<file path="config.mk">
export PLATFORM = sky130hd
export DESIGN_NAME = hsp_port
export DESIGN_NICKNAME = d
export VERILOG_FILES = /design/src/rtl/hsp_pkg.sv /design/src/rtl/hsp_wrap.sv /design/src/rtl/hsp_prefetch.sv /design/src/rtl/hsp_seq.sv /design/src/rtl/hsp_port.sv
export SDC_FILE = /design/constraint.sdc
export NUM_CORES = 1
export LEC_CHECK = 0
export BUFFER_PORTS_ARGS = -buffer_cell sky130_fd_sc_hd__buf_4
export CAP_MARGIN = 20
export CORE_MARGIN = 2
export CORE_UTILIZATION = 50
export CTS_CLUSTER_SIZE = 8
export DETAILED_ROUTE_END_ITERATION = 12
export PLACE_DENSITY = 0.69
export SETUP_SLACK_MARGIN = 0.15
export SYNTH_ARGS = -nofsm -noshare
export SYNTH_HDL_FRONTEND = slang
export SYNTH_SLANG_ARGS = --single-unit
</file>
<file path="constraint.sdc">
create_clock -name clk -period 6.51 [get_ports clk]
set_clock_uncertainty 0.15 [all_clocks]
set_input_delay 1.302 -clock clk [delete_from_list [all_inputs] [get_ports clk]]
set_output_delay 1.302 -clock clk [all_outputs]
set_load 0.005 [all_outputs]
</file>
<file path="src/rtl/hsp_pkg.sv">
package hsp_pkg;

   localparam logic [3:0] C_RPTR_LO = 4'd0;
   localparam logic [3:0] C_RPTR_HI = 4'd1;
   localparam logic [3:0] C_RXSZ_LO = 4'd2;
   localparam logic [3:0] C_RXSZ_HI = 4'd3;
   localparam logic [3:0] C_PEEK    = 4'd4;
   localparam logic [3:0] C_RD_STEP = 4'd5;
   localparam logic [3:0] C_STORE   = 4'd6;
   localparam logic [3:0] C_WPTR_LO = 4'd7;
   localparam logic [3:0] C_WPTR_HI = 4'd8;

   typedef enum logic [1:0] {
      ST_IDLE  = 2'd0,
      ST_FILL  = 2'd1,
      ST_STORE = 2'd2
   } seq_st_e;

   // bytes per host word for a bus_mode code
   function automatic logic [2:0] step_of(input logic [1:0] m);
      case (m)
         2'd0:    return 3'd1;
         2'd1:    return 3'd2;
         default: return 3'd4;
      endcase
   endfunction

endpackage

</file>
<file path="src/rtl/hsp_wrap.sv">
// Adds a small offset to a base address and folds the sum at a limit.
// TO_ZERO=1: a sum at or past the limit becomes zero (pointer stepping).
// TO_ZERO=0: a sum at or past the limit has the limit subtracted (fill lanes).
module hsp_wrap #(
   parameter int AW      = 16,
   parameter int OW      = 3,
   parameter bit TO_ZERO = 1'b1
) (
   input  logic [AW-1:0] base,
   input  logic [OW-1:0] ofs,
   input  logic [AW:0]   limit,
   output logic [AW-1:0] addr
);
   logic [AW:0] sum;
   assign sum = {1'b0, base} + {{(AW+1-OW){1'b0}}, ofs};

   generate
      if (TO_ZERO) begin : g_zero
         assign addr = (sum >= limit) ? '0 : sum[AW-1:0];
      end else begin : g_mod
         assign addr = (sum >= limit) ? (sum[AW-1:0] - limit[AW-1:0]) : sum[AW-1:0];
      end
   endgenerate
endmodule

</file>
<file path="src/rtl/hsp_prefetch.sv">
module hsp_prefetch #(
   parameter int NB = 4,
   parameter int CW = 3
) (
   input  logic          clk,
   input  logic          rst_n,
   input  logic          clr,
   input  logic          set_valid,
   input  logic          cap_en,
   input  logic [CW-1:0] cap_idx,
   input  logic [7:0]    cap_byte,
   input  logic [CW-1:0] lanes,
   output logic [NB*8-1:0] word,
   output logic          valid
);
   generate
      for (genvar i = 0; i < NB; i++) begin : g_lane
         logic [7:0] q;
         always_ff @(posedge clk or negedge rst_n) begin
            if (!rst_n)                              q <= '0;
            else if (cap_en && cap_idx == CW'(i))    q <= cap_byte;
         end
         assign word[i*8 +: 8] = (CW'(i) < lanes) ? q : 8'h00;
      end
   endgenerate

   always_ff @(posedge clk or negedge rst_n) begin
      if (!rst_n)         valid <= 1'b0;
      else if (clr)       valid <= 1'b0;
      else if (set_valid) valid <= 1'b1;
   end

   // captured bytes always land in an existing lane
   p_cap_lane_r5: assert property (@(posedge clk) disable iff (!rst_n)
      cap_en |-> (cap_idx < CW'(NB)));
endmodule

</file>
<file path="src/rtl/hsp_seq.sv">
module hsp_seq #(
   parameter int NB = 4,
   parameter int CW = 3
) (
   input  logic          clk,
   input  logic          rst_n,
   input  logic          start_fill,
   input  logic          start_store,
   input  logic [CW-1:0] store_n,
   output logic          busy,
   output logic [CW-1:0] cnt,
   output logic          mem_re,
   output logic          mem_we,
   output logic          cap_en,
   output logic [CW-1:0] cap_idx,
   output logic          fill_done
);
   import hsp_pkg::*;

   seq_st_e       st;
   logic [CW-1:0] cnt_q, n_q;

   always_ff @(posedge clk or negedge rst_n) begin
      if (!rst_n) begin
         st    <= ST_FILL;
         cnt_q <= '0;
         n_q   <= '0;
      end else begin
         case (st)
            ST_IDLE: begin
               cnt_q <= '0;
               if (start_fill)       st <= ST_FILL;
               else if (start_store) begin
                  st  <= ST_STORE;
                  n_q <= store_n;
               end
            end
            ST_FILL: begin
               if (cnt_q == CW'(NB)) begin
                  st    <= ST_IDLE;
                  cnt_q <= '0;
               end else begin
                  cnt_q <= cnt_q + CW'(1);
               end
            end
            ST_STORE: begin
               if (cnt_q == n_q - CW'(1)) begin
                  st    <= ST_IDLE;
                  cnt_q <= '0;
               end else begin
                  cnt_q <= cnt_q + CW'(1);
               end
            end
            default: st <= ST_IDLE;
         endcase
      end
   end

   always_comb begin
      busy      = (st != ST_IDLE);
      cnt       = cnt_q;
      mem_re    = (st == ST_FILL) && (cnt_q < CW'(NB));
      cap_en    = (st == ST_FILL) && (cnt_q != '0);
      cap_idx   = cnt_q - CW'(1);
      mem_we    = (st == ST_STORE);
      fill_done = (st == ST_FILL) && (cnt_q == CW'(NB));
   end

   // a store never writes more bytes than requested
   p_store_len_r9: assert property (@(posedge clk) disable iff (!rst_n)
      (st == ST_STORE) |-> (cnt_q < n_q));
   // the fill ends and the port is released right after the last byte
   p_fill_end_r3: assert property (@(posedge clk) disable iff (!rst_n)
      fill_done |=> !busy);
endmodule

</file>
<file path="src/rtl/hsp_port.sv">
module hsp_port #(
   parameter int          AW       = 16,
   parameter int          HOST_W   = 32,
   parameter int          FIX_WRAP = 16384,
   parameter logic [15:0] RXSZ_RST = 16'h1F00
) (
   input  logic              clk,
   input  logic              rst_n,
   input  logic [1:0]        bus_mode,
   input  logic              rx_mode,
   input  logic [3:0]        cmd_addr,
   input  logic              cmd_wr,
   input  logic              cmd_rd,
   input  logic [HOST_W-1:0] cmd_wdata,
   output logic [HOST_W-1:0] cmd_rdata,
   output logic              cmd_rvalid,
   output logic              busy,
   output logic [AW-1:0]     mem_addr,
   output logic              mem_re,
   output logic              mem_we,
   output logic [7:0]        mem_wdata,
   input  logic [7:0]        mem_rdata
);
   import hsp_pkg::*;

   localparam int NB = HOST_W / 8;
   localparam int CW = $clog2(NB + 1);

   generate
      if (!(HOST_W == 8 || HOST_W == 16 || HOST_W == 32)) begin : g_bad_host
         $error("hsp_port: HOST_W must be 8, 16 or 32");
      end
      if (AW < 9 || AW > 16) begin : g_bad_aw
         $error("hsp_port: AW must be 9..16");
      end
      if (FIX_WRAP < 1 || FIX_WRAP > (1 << AW)) begin : g_bad_wrap
         $error("hsp_port: FIX_WRAP out of address range");
      end
   endgenerate

   logic [AW-1:0]     rptr, wptr, rxsz, next_rptr;
   logic [AW:0]       limit;
   logic [2:0]        raw_step;
   logic [CW-1:0]     lanes;
   logic              acc_wr, acc_rd, start_fill, start_store;
   logic [HOST_W-1:0] store_q, rd_mux, buf_word;
   logic              buf_valid;
   logic [NB*AW-1:0]  fill_addr;
   logic [CW-1:0]     seq_cnt, cap_idx;
   logic              cap_en, fill_done, re_i, we_i;

   always_comb begin
      raw_step = step_of(bus_mode);
      lanes    = (raw_step > 3'(NB)) ? CW'(NB) : CW'(raw_step);
      limit    = rx_mode ? {1'b0, rxsz} : (AW+1)'(FIX_WRAP);
   end

   assign acc_wr = cmd_wr && !busy;
   assign acc_rd = cmd_rd && !cmd_wr && !busy;

   assign start_fill  = (acc_wr && (cmd_addr == C_RPTR_LO || cmd_addr == C_RPTR_HI)) ||
                        (acc_rd && (cmd_addr == C_PEEK || cmd_addr == C_RD_STEP));
   assign start_store = acc_wr && (cmd_addr == C_STORE);

   // pointer after a stepping read
   hsp_wrap #(.AW(AW), .OW(CW), .TO_ZERO(1'b1)) u_adv (
      .base (rptr),
      .ofs  (lanes),
      .limit(limit),
      .addr (next_rptr)
   );

   // one folded byte address per buffer lane
   generate
      for (genvar i = 0; i < NB; i++) begin : g_fill
         hsp_wrap #(.AW(AW), .OW(CW), .TO_ZERO(1'b0)) u_lane (
            .base (rptr),
            .ofs  (CW'(i)),
            .limit(limit),
            .addr (fill_addr[i*AW +: AW])
         );
      end
   endgenerate

   hsp_seq #(.NB(NB), .CW(CW)) u_seq (
      .clk        (clk),
      .rst_n      (rst_n),
      .start_fill (start_fill),
      .start_store(start_store),
      .store_n    (lanes),
      .busy       (busy),
      .cnt        (seq_cnt),
      .mem_re     (re_i),
      .mem_we     (we_i),
      .cap_en     (cap_en),
      .cap_idx    (cap_idx),
      .fill_done  (fill_done)
   );

   hsp_prefetch #(.NB(NB), .CW(CW)) u_buf (
      .clk      (clk),
      .rst_n    (rst_n),
      .clr      (start_fill),
      .set_valid(fill_done),
      .cap_en   (cap_en),
      .cap_idx  (cap_idx),
      .cap_byte (mem_rdata),
      .lanes    (lanes),
      .word     (buf_word),
      .valid    (buf_valid)
   );

   // SRAM port steering
   always_comb begin
      mem_addr  = wptr + AW'(seq_cnt);
      mem_wdata = store_q[7:0];
      for (int i = 0; i < NB; i++) begin
         if (seq_cnt == CW'(i)) begin
            if (re_i) mem_addr = fill_addr[i*AW +: AW];
            mem_wdata = store_q[i*8 +: 8];
         end
      end
      mem_re = re_i;
      mem_we = we_i;
   end

   always_comb begin
      case (cmd_addr)
         C_RPTR_LO: rd_mux = HOST_W'(rptr[7:0]);
         C_RPTR_HI: rd_mux = HOST_W'(rptr[AW-1:8]);
         C_RXSZ_LO: rd_mux = HOST_W'(rxsz[7:0]);
         C_RXSZ_HI: rd_mux = HOST_W'(rxsz[AW-1:8]);
         C_WPTR_LO: rd_mux = HOST_W'(wptr[7:0]);
         C_WPTR_HI: rd_mux = HOST_W'(wptr[AW-1:8]);
         C_PEEK,
         C_RD_STEP: rd_mux = buf_word;
         default:   rd_mux = '0;
      endcase
   end

   always_ff @(posedge clk or negedge rst_n) begin
      if (!rst_n) begin
         rptr       <= '0;
         wptr       <= '0;
         rxsz       <= RXSZ_RST[AW-1:0];
         store_q    <= '0;
         cmd_rdata  <= '0;
         cmd_rvalid <= 1'b0;
      end else begin
         cmd_rvalid <= acc_rd;
         if (acc_rd) cmd_rdata <= rd_mux;
         if (acc_rd && cmd_addr == C_RD_STEP) rptr <= next_rptr;
         if (acc_wr) begin
            case (cmd_addr)
               C_RPTR_LO: rptr[7:0]    <= cmd_wdata[7:0];
               C_RPTR_HI: rptr[AW-1:8] <= cmd_wdata[AW-9:0];
               C_RXSZ_LO: rxsz[7:0]    <= cmd_wdata[7:0];
               C_RXSZ_HI: rxsz[AW-1:8] <= cmd_wdata[AW-9:0];
               C_WPTR_LO: wptr[7:0]    <= cmd_wdata[7:0];
               C_WPTR_HI: wptr[AW-1:8] <= cmd_wdata[AW-9:0];
               C_STORE:   store_q      <= cmd_wdata;
               default:   ;
            endcase
         end
      end
   end

   // a peek leaves the read pointer in place
   p_peek_hold_r3: assert property (@(posedge clk) disable iff (!rst_n)
      (acc_rd && cmd_addr == C_PEEK) |=> (rptr == $past(rptr)));
   // read data is only offered from a filled buffer
   p_idle_valid_r3: assert property (@(posedge clk) disable iff (!rst_n)
      !busy |-> buf_valid);
   // a step that stays inside the limit adds exactly the width
   p_advance_r4: assert property (@(posedge clk) disable iff (!rst_n)
      (acc_rd && cmd_addr == C_RD_STEP && (({1'b0, rptr} + (AW+1)'(lanes)) < limit))
      |=> (rptr == $past(rptr) + AW'($past(lanes))));
   // after a step the pointer is always inside the limit
   p_in_region_r8: assert property (@(posedge clk) disable iff (!rst_n)
      (acc_rd && cmd_addr == C_RD_STEP) |=> ({1'b0, rptr} < $past(limit)));
   // a store leaves the write pointer in place
   p_wptr_hold_r9: assert property (@(posedge clk) disable iff (!rst_n)
      start_store |=> (wptr == $past(wptr)));
   // commands offered while busy change nothing
   p_ignore_busy_r10: assert property (@(posedge clk) disable iff (!rst_n)
      (busy && (cmd_wr || cmd_rd)) |=> ($stable(rptr) && $stable(wptr) && $stable(rxsz) && !cmd_rvalid));
   // one-cycle read response
   p_rvalid_r12: assert property (@(posedge clk) disable iff (!rst_n)
      acc_rd |=> cmd_rvalid);
   p_rvalid_only_r12: assert property (@(posedge clk) disable iff (!rst_n)
      !acc_rd |=> !cmd_rvalid);
endmodule

</file>
# After elaboration in Yosys (flattened, before gate mapping)
# Index checks and enable logic that the tools add are counted.
word_totals:
  input_bits: 51
  register_bits: 153
  out_inout_bits: 60
  wordCells: 131
op_classes:
  reduce_logical: 34
  bitwise_logic: 1
  magnitude_cmp: 11
  add_sub_neg: 12
  muxes: 36
  eq_ne: 22
ops:
  columns: ["cell", "count"]
  rows:
  - ["$mux W16", 16]
  - ["$pmux W32 S7", 1]
  - ["$mux W8", 9]
  - ["$ge A17 B16 Y1", 4]
  - ["$sub A16 B16 Y16", 4]
  - ["$add A16 B2 Y17 const B", 2]
  - ["$add A16 B1 Y17 const B", 1]
  - ["$add A16 B3 Y17", 1]
  - ["$add A16 B3 Y16", 1]
  - ["$eq A4 B3 Y1 const B", 4]
  - ["$ge A16 B16 Y1", 1]
  - ["$logic_and A1 B1 Y1", 13]
  - ["$eq A3 B2 Y1 const B", 4]
  - ["$reduce_and A2 Y1", 5]
  - ["$mux W3", 3]
  - ["$pmux W3 S3", 1]
  - ["$eq A4 B2 Y1 const B", 2]
  - ["$mux W2", 4]
  - ["$eq A3 B1 Y1 const B", 2]
  - ["$logic_not A3 Y1", 2]
  - ["$lt A1 B3 Y1 const A", 2]
  - ["$lt A2 B3 Y1 const A", 2]
  - ["$pmux W2 S3", 1]
  - ["$pmux W3 S2", 1]
  - ["22 further kinds", 30]

# Depth between registers and ports, before layout
# Gate-level depths: netlist of run 1.
logic_depth:
  ltp_word: 11
  depth_mapped: 19
  depth_no_buf: 17

# Hierarchy
# A second synthesis of run 1 with hierarchy kept.
hier_totals:
  hier_cells: 1687
  area_unflattened_um2: 15124.5
by_module_without_submodules:
  columns: ["mod", "area_per_inst_um2", "cells_per_inst", "seq_area_each_um2", "instances"]
  rows:
  - ["hsp_port", 6347.3, 596, 2834.0, 1]
  - ["hsp_wrap at g_fill[0].u_lane ...", 1448.9, 206, 0.0, 3]
  - ["hsp_prefetch", 1473.9, 109, 825.8, 1]
  - ["hsp_wrap at g_fill[3].u_lane", 1458.9, 188, 0.0, 1]
  - ["hsp_wrap at u_adv", 927.1, 119, 0.0, 1]
  - ["hsp_seq", 570.5, 57, 201.4, 1]

# Worst setup path before layout of run 1
# Ideal clock, no wire load.
synth_path:
  path_kind: "input to output"
  start: "input port rx_mode"
  end: "output port mem_addr[8]"
  t_required_ns: 5.058
  slack_ns: 1.057
  arrival_ns: 4.001
  path_buffers: 3
  path_stages: 14
  path_cell_list: "clkbuf_1 > nand2_1 > ha_1 > o21a_1 > o31a_1 > o41ai_2 > o21ai_1 > a21oi_2 > o211ai_2 > buf_4 > buf_2 > nand2_1 > o21ai_0 > a311oi_1"
synth_via:
  elab_chain_len: 11
  word_cells_on_any_way: 21
  cone_classes: "4 x add/sub; 4 x order compare; 13 x mux"
synth_rtl:
  columns: ["item", "line", "source"]
  rows:
  - ["start, declared", "hsp_port.sv:10", "input logic rx_mode,"]
  - ["$mux W16 *", "hsp_port.sv:55", "limit = rx_mode ? {1'b0, rxsz} : (AW+1)'(FIX_WRAP);"]
  - ["$sub A16 B16 Y16 or $ge A16 B16 Y1 (tied branches)", "hsp_wrap.sv:21", "assign addr = (sum >= limit) ? (sum[AW-1:0] - limit[AW-1:0]) : sum[AW-1:0];"]
  - ["$mux W16", "hsp_wrap.sv:21", null]
  - ["$mux W16", "hsp_port.sv:119", "if (re_i) mem_addr = fill_addr[i*AW +: AW];"]
  - ["$mux W16", "hsp_port.sv:118", "if (seq_cnt == CW'(i)) begin"]
  - ["$mux W16", "hsp_port.sv:119", null]
  - ["$mux W16", "hsp_port.sv:118", null]
  - ["$mux W16", "hsp_port.sv:119", null]
  - ["$mux W16", "hsp_port.sv:118", null]
  - ["$mux W16", "hsp_port.sv:119", null]
  - ["$mux W16 *", "hsp_port.sv:118", null]
  - ["end, declared", "hsp_port.sv:18", "output logic [AW-1:0] mem_addr,"]
# Every way passes the cells marked *; elsewhere a longest branch is shown, timed or not.

# Final worst setup path of run 1
layout_path:
  start: "input port rx_mode"
  end: "output port mem_addr[12]"
# Same word-level chain as after synthesis.

==> results.cfg, run 1 <==
[status]
outcome = finished, final reports clean

[cells_and_area]
post-route-util_pct = 58.4
drive_gt1_share_pct = 18.6
syn2layout_area_growth_pct = 14.6
final_nets = 1750
num-fill-cells = 2302
fin_area_mm2 = 0.0147
n_antenna_cell = 0
layout_common_cells = nand2_1, buf_4, dfrtp_1
layout_commonest_cell = nand2_1

[die]
rows = 58
start_util_pct = 50.9
pin_count = 111
die_h_um = 164
dieArea_mm2 = 0.0270
core_area_mm2 = 0.0252
die_w_um = 164

[routing]
vias = 12040
wire_per_inst_um = 21.8
firstDrtPassIters = 5
antenna_left = 0
vias_per_cell = 6.23
drt-initial-drc-count = 1218
drc = 0
routed_wl_um = 42100

[critical_path]
start_kind = primary input
crit_chain = buf_4 > and2_1 > ha_1 > inv_1 > fa_1 > a21oi_1 > o22ai_1 > o221ai_1 > o21a_1 > xnor2_1 > mux2i_1 > and2_1 > a211o_1 > a211oi_1 > buf_4
cp.required_ps = 5060
end_kind = output port
critPathMaxFanout = 16
cp_slowest_stage_delay_ps = 500
crit_type = primary input to output port
arrival_ps = 4760
cp_slowest_cell = o221ai_1

[yosys]
synth_cell_type_count = 78
netlist_instances = 1496
synthTopCellsByArea = dfrtp_1, ha_1, nand2_1, mux2_2, xnor2_1
synth_edf_count = 0
avgSynthCellArea_um2 = 8.57
async_flop_share_pct = 100
yosysTopAreaCellShare_pct = 28.7
synth-seq-cells = 153
seq_area_frac_synth_pct = 29.9
synth_nets = 1655
yosys_warnings = 0
yosys_most_used_dff = dfrtp_1
synthesis.area_mm2 = 0.0128
synth_largest_area_cell = dfrtp_1

[timing]
period_minus_slack_ps = 6210
worst_slack_ps = 299
rsz0062_at_grt = yes
finalMaxSlewViolations = 0
max_freq_mhz = 161
setup_viol = 0
slew_headroom_pct = 37.4
timing.final.crit_share_pct = 95.4
setup_tns_ps = 0
hold_viol = 0
worstMarginPinSlew_ps = 939

[clocking]
cts_max_path_buffers = 2
hold_buffers = 0
cts_tree = yes
cts_buffers = 17
clock_sinks = 153
clock_latency_ps = 420
htreeDepth = 4
clk_pin_slew_ps = 70
cts-root-buf = clkbuf_16

[place]
dpl_cell_area_mm2 = 0.0140
place.gp.congestion = 0.984
place.detailed.hpwl_um = 32500
preCtsSetupSlack_ps = 264
io_buffers = 110

[global_routing]
antenna_found_initial = 0
grtUsageTotal_pct = 31.5
gr-total-overflow = 0
grt_pass1_wl_um = 65200
grt_max_degree = 103
grt_pass1_vias = 11536

[power]
power_density_mw_per_mm2 = 593
ir_worst_vdd_mv = 0.392
power.leakage_nw = 6.73

[run]
cap_violations = 0

[hold_path]
holdCritPathClass = register to register
## layer usage
layer | global-route usage (%) | share of wire, % | vias up | wire length, um
met4 | 13.7 | 4.4 | 0 | 1830
met3 | 3.91 | 6.7 | 110 | 2840
met2 | 52.4 | 47 | 561 | 19900
met5 | 0 | 0 | - | 0
met1 | 41.2 | 42 | 5810 | 17500
li1 | - | - | 5559 | -
## where the power goes
| part | switching (W) | total [W] | internal (W) |
|---|---|---|---|
| Sequential | 0.000385 | 0.00165 | 0.00127 |
| Combinational | 0.00344 | 0.00609 | 0.00265 |
| Clock | 0.000464 | 0.000982 | 0.000518 |
## cell families (layout without fill, tap and decap cells)
logic type | after synthesis | after routing | synth area share, %
XOR/XNOR | 118 | 118 | 8.06
AND/OR/NAND/NOR | 520 | 520 | 18.7
AO/OA/AOI/OAI | 379 | 379 | 19.8
buffers and inverters | 114 | 222 | 3.79
adder cells (fa/ha/maj) | 108 | 108 | 10.9
flip-flops | 153 | 153 | 29.9
multiplexers | 104 | 104 | 8.78
## path summary, 6_finish.rpt
kind	startpoint	to	slack [ps]	depth (start not counted)
min	store_q[0]	store_q[0]	330	2
max in group asynchronous	rst_n	rptr[7]	4190	2
min in group asynchronous	rst_n	store_q[25]	780	1
min reg2reg	store_q[0]	store_q[0]	330	2
max reg2reg	rptr[0]	rptr[3]	2220	16
max	rx_mode	mem_addr[12]	300	15
## flip-flops by register name, summed over array words and instances, names as in the netlist
name / flops
cmd_rvalid: 1
rxsz: 16
u_seq.cnt: 3
u_buf.g_lane.q: 32
rptr: 16
store_q: 32
wptr: 16
u_seq.n_q: 3
u_seq.st: 2
cmd_rdata: 32
## timing repair
| action | 4_1_cts | 5_1_grt |
|---|---|---|
| setup buffers | 0 | 5 |
| hold endpoints to repair | 0 | 0 |
| setup endpoints to repair | 4 | 15 |
| resized for setup | 1 | 7 |
## synthesized netlist by cell type (19+ instances only)
| library cell | instances |
|---|---|
| mux2i_1 | 36 |
| nand4_1 | 20 |
| a21oi_1 | 98 |
| mux2_2 | 68 |
| inv_1 | 37 |
| dfrtp_1 | 147 |
| ha_1 | 102 |
| xnor2_1 | 64 |
| nor3_1 | 28 |
| a22o_1 | 24 |
| nor2_1 | 116 |
| o21ai_0 | 70 |
| nor2b_1 | 19 |
| a21o_1 | 27 |
| clkbuf_1 | 51 |
| a211oi_1 | 22 |
| nand2_1 | 226 |
| xor2_1 | 54 |
| nand3_1 | 20 |
## layout make-up
| class | instances | area, um^2 | area share (%) |
|---|---|---|---|
| Clock inverter | 15 | 178 | 1.21 |
| Clock buffer | 17 | 425 | 2.89 |
| Multi-Input combinational cell | 1229 | 8530 | 58.0 |
| Sequential cell | 153 | 3840 | 26.1 |
| Timing Repair Buffer | 152 | 1170 | 7.96 |
| Inverter | 38 | 149 | 1.01 |
| Tap cell | 330 | 413 | 2.81 |
## worst max-delay path: cells and delay by family
family | cells | cell delay [ps]
and+or+nand+nor | 2 | 480
muxes | 1 | 120
buffers and inverters | 3 | 460
adders and majority gates | 2 | 650
AOI/OAI and AO/OA | 6 | 1630
xor gates and xnor gates | 1 | 120
## metrics by stage
stage               total power, W  hold WS (ps)  std cells
finish                     0.00872           328       1934
detailed placement         0.00758           313       1897
global route               0.00935           350       1934
CTS                        0.00860           330       1929
floorplan                  0.00575           296       1496
global placement           0.00752           308       1896
No activity file was read; power rests on OpenSTA's default activity.
==> inputs of run 2 (changes only) <==
--- a/config.mk
+++ b/config.mk
@@ -11,7 +11,7 @@
 export CORE_UTILIZATION = 50
 export CTS_CLUSTER_SIZE = 8
 export DETAILED_ROUTE_END_ITERATION = 12
-export PLACE_DENSITY = 0.69
+export PLACE_DENSITY = 0.67
 export SETUP_SLACK_MARGIN = 0.15
 export SYNTH_ARGS = -nofsm -noshare
 export SYNTH_HDL_FRONTEND = slang
==> results.cfg, run 2 (synthesis gave the netlist of run 1 again) <==
[cells_and_area]
register_area_mm2 = 0.00384
drive_gt1_share_pct = 17.9
num-fill-cells = 2300
fin_area_mm2 = 0.0146
final_nets = 1738
multiInputGateArea_mm2 = 0.00854
n_antenna_cell = 0
layout_common_cells = nand2_1, dfrtp_1, buf_4
syn2layout_area_growth_pct = 13.8
layout_commonest_cell = nand2_1
largest_registers = cmd_rdata x32, store_q x32, u_buf.g_lane.q x32

[clocking]
cts_buffers = 17
clock_latency_ps = 430
htreeDepth = 4
cts-root-buf = clkbuf_16
post_cts_buffers = 0
clock_sinks = 153
hold_buffers = 0
cts_tree = yes
clk_pin_slew_ps = 70
cts_max_path_buffers = 2

[die]
start_util_pct = 50.9
rows = 58
core_area_mm2 = 0.0252
die_h_um = 164
pin_count = 111
dieArea_mm2 = 0.0270
die_w_um = 164

[critical_path]
end_kind = output port
arrival_ps = 4700
rrSetupSlack_ps = 1860
cp_num_buf_inv = 3
cp_slowest_stage_delay_ps = 430
cp.required_ps = 5060
cp_slowest_cell = o221ai_1
start_kind = primary input
crit_chain = buf_4 > and2_1 > ha_1 > inv_1 > fa_1 > a21oi_1 > o22ai_1 > o221ai_1 > o21a_1 > xnor2_1 > mux2i_1 > and2_1 > a211o_1 > a211oi_1 > buf_4
critPathMaxFanout = 16
crit_type = primary input to output port
critPathTopFamily = compound AO/OA/AOI/OAI gates

[power]
power_density_mw_per_mm2 = 597
power.leakage_nw = 6.68
ir_worst_vdd_mv = 0.429

[routing]
vias_per_cell = 6.23
wire_per_inst_um = 22.0
vias = 11983
antenna_left = 0
routed_wl_um = 42200
firstDrtPassIters = 5
drc = 0
drt-initial-drc-count = 943

[run]
cap_violations = 0

[timing]
max_freq_mhz = 163
hold_viol = 0
setup_viol = 0
slew_headroom_pct = 36.9
worstMarginPinSlew_ps = 946
finalMaxSlewViolations = 0
period_minus_slack_ps = 6150
setup_tns_ps = 0
rsz0062_at_grt = no
timing.final.crit_share_pct = 94.4

[place]
place.gp.congestion = 0.969
io_buffers = 110
place.detailed.hpwl_um = 32400
dpl_cell_area_mm2 = 0.0140

[global_routing]
grt_pass1_wl_um = 65500
gr-total-overflow = 0
antenna_found_initial = 0
grt_max_degree = 103
grt_pass1_vias = 11883
grtUsageTotal_pct = 31.7

[status]
outcome = finished, final reports clean

[hold_path]
holdCritPathClass = register to register
run 2: cell types whose count changed in the layout (fill, tap and decap cells not counted), sizes merged:
cell,delta
inv,+1
clkbuf,+1
clkinv,-1
buf,-13
run 2: power breakdown:
group / total (W) / switching, W / leakage, nW / internal [W]
Clock: 0.000983 / 0.000465 / 0.287 / 0.000518
Combinational: 0.00605 / 0.00344 / 4.47 / 0.00261
Sequential: 0.00167 / 0.000406 / 1.92 / 0.00127
run 2: per-layer routing:
layer / up-vias / wire length [um] / GRT usage [%]
met4: 0 / 1760 / 13.8
met5: - / 0 / 0
met3: 107 / 2670 / 3.41
li1: 5553 / - / -
met1: 5815 / 17500 / 40.5
met2: 508 / 20300 / 54.2
run 2: timing repair:
| item | 4_1_cts | 5_1_grt |
|---|---|---|
| endpoints found under the hold margin | 0 | 0 |
| pin swaps | 0 | 0 |
| endpoints found under the setup margin | 2 | 12 |
| resized for setup | 2 | 7 |
run 2: worst paths after layout:
path	to	depth (start not counted)	startpoint
max reg2reg	rptr[3]	15	rptr[2]
min	store_q[26]	2	store_q[26]
min reg2reg	store_q[26]	2	store_q[26]
min in group asynchronous	store_q[14]	1	rst_n
max	mem_addr[12]	15	rx_mode
max in group asynchronous	rxsz[13]	2	rst_n
run 2: final cells by class:
cell class	instances	share of cell area [%]
repair buffers	140	7.23
clock buffers	17	2.91
inverters	38	0.994
well taps	330	2.83
multi-input cells	1229	58.5
clock inverters	15	1.23
flip-flops and latches	153	26.3
run 2: worst min-delay path: stages, from the launching register on:
cell	delay [ps]
dfrtp_1	340
nand2_1	50
nand2_1	60
run 2: per-stage QoR:
step	utilization, %	power, W	hold WS, ps	setup WS [ps]	instances
2_1_floorplan	-	0.00575	296	1060	1496
3_3_place_gp	55.4	0.00751	307	300	1889
3_5_place_dp	55.4	0.00757	313	191	1889
4_1_cts	57.9	0.00860	329	215	1921
5_1_grt	58.0	0.00932	350	169	1922
6_report	58.0	0.00871	325	361	1922
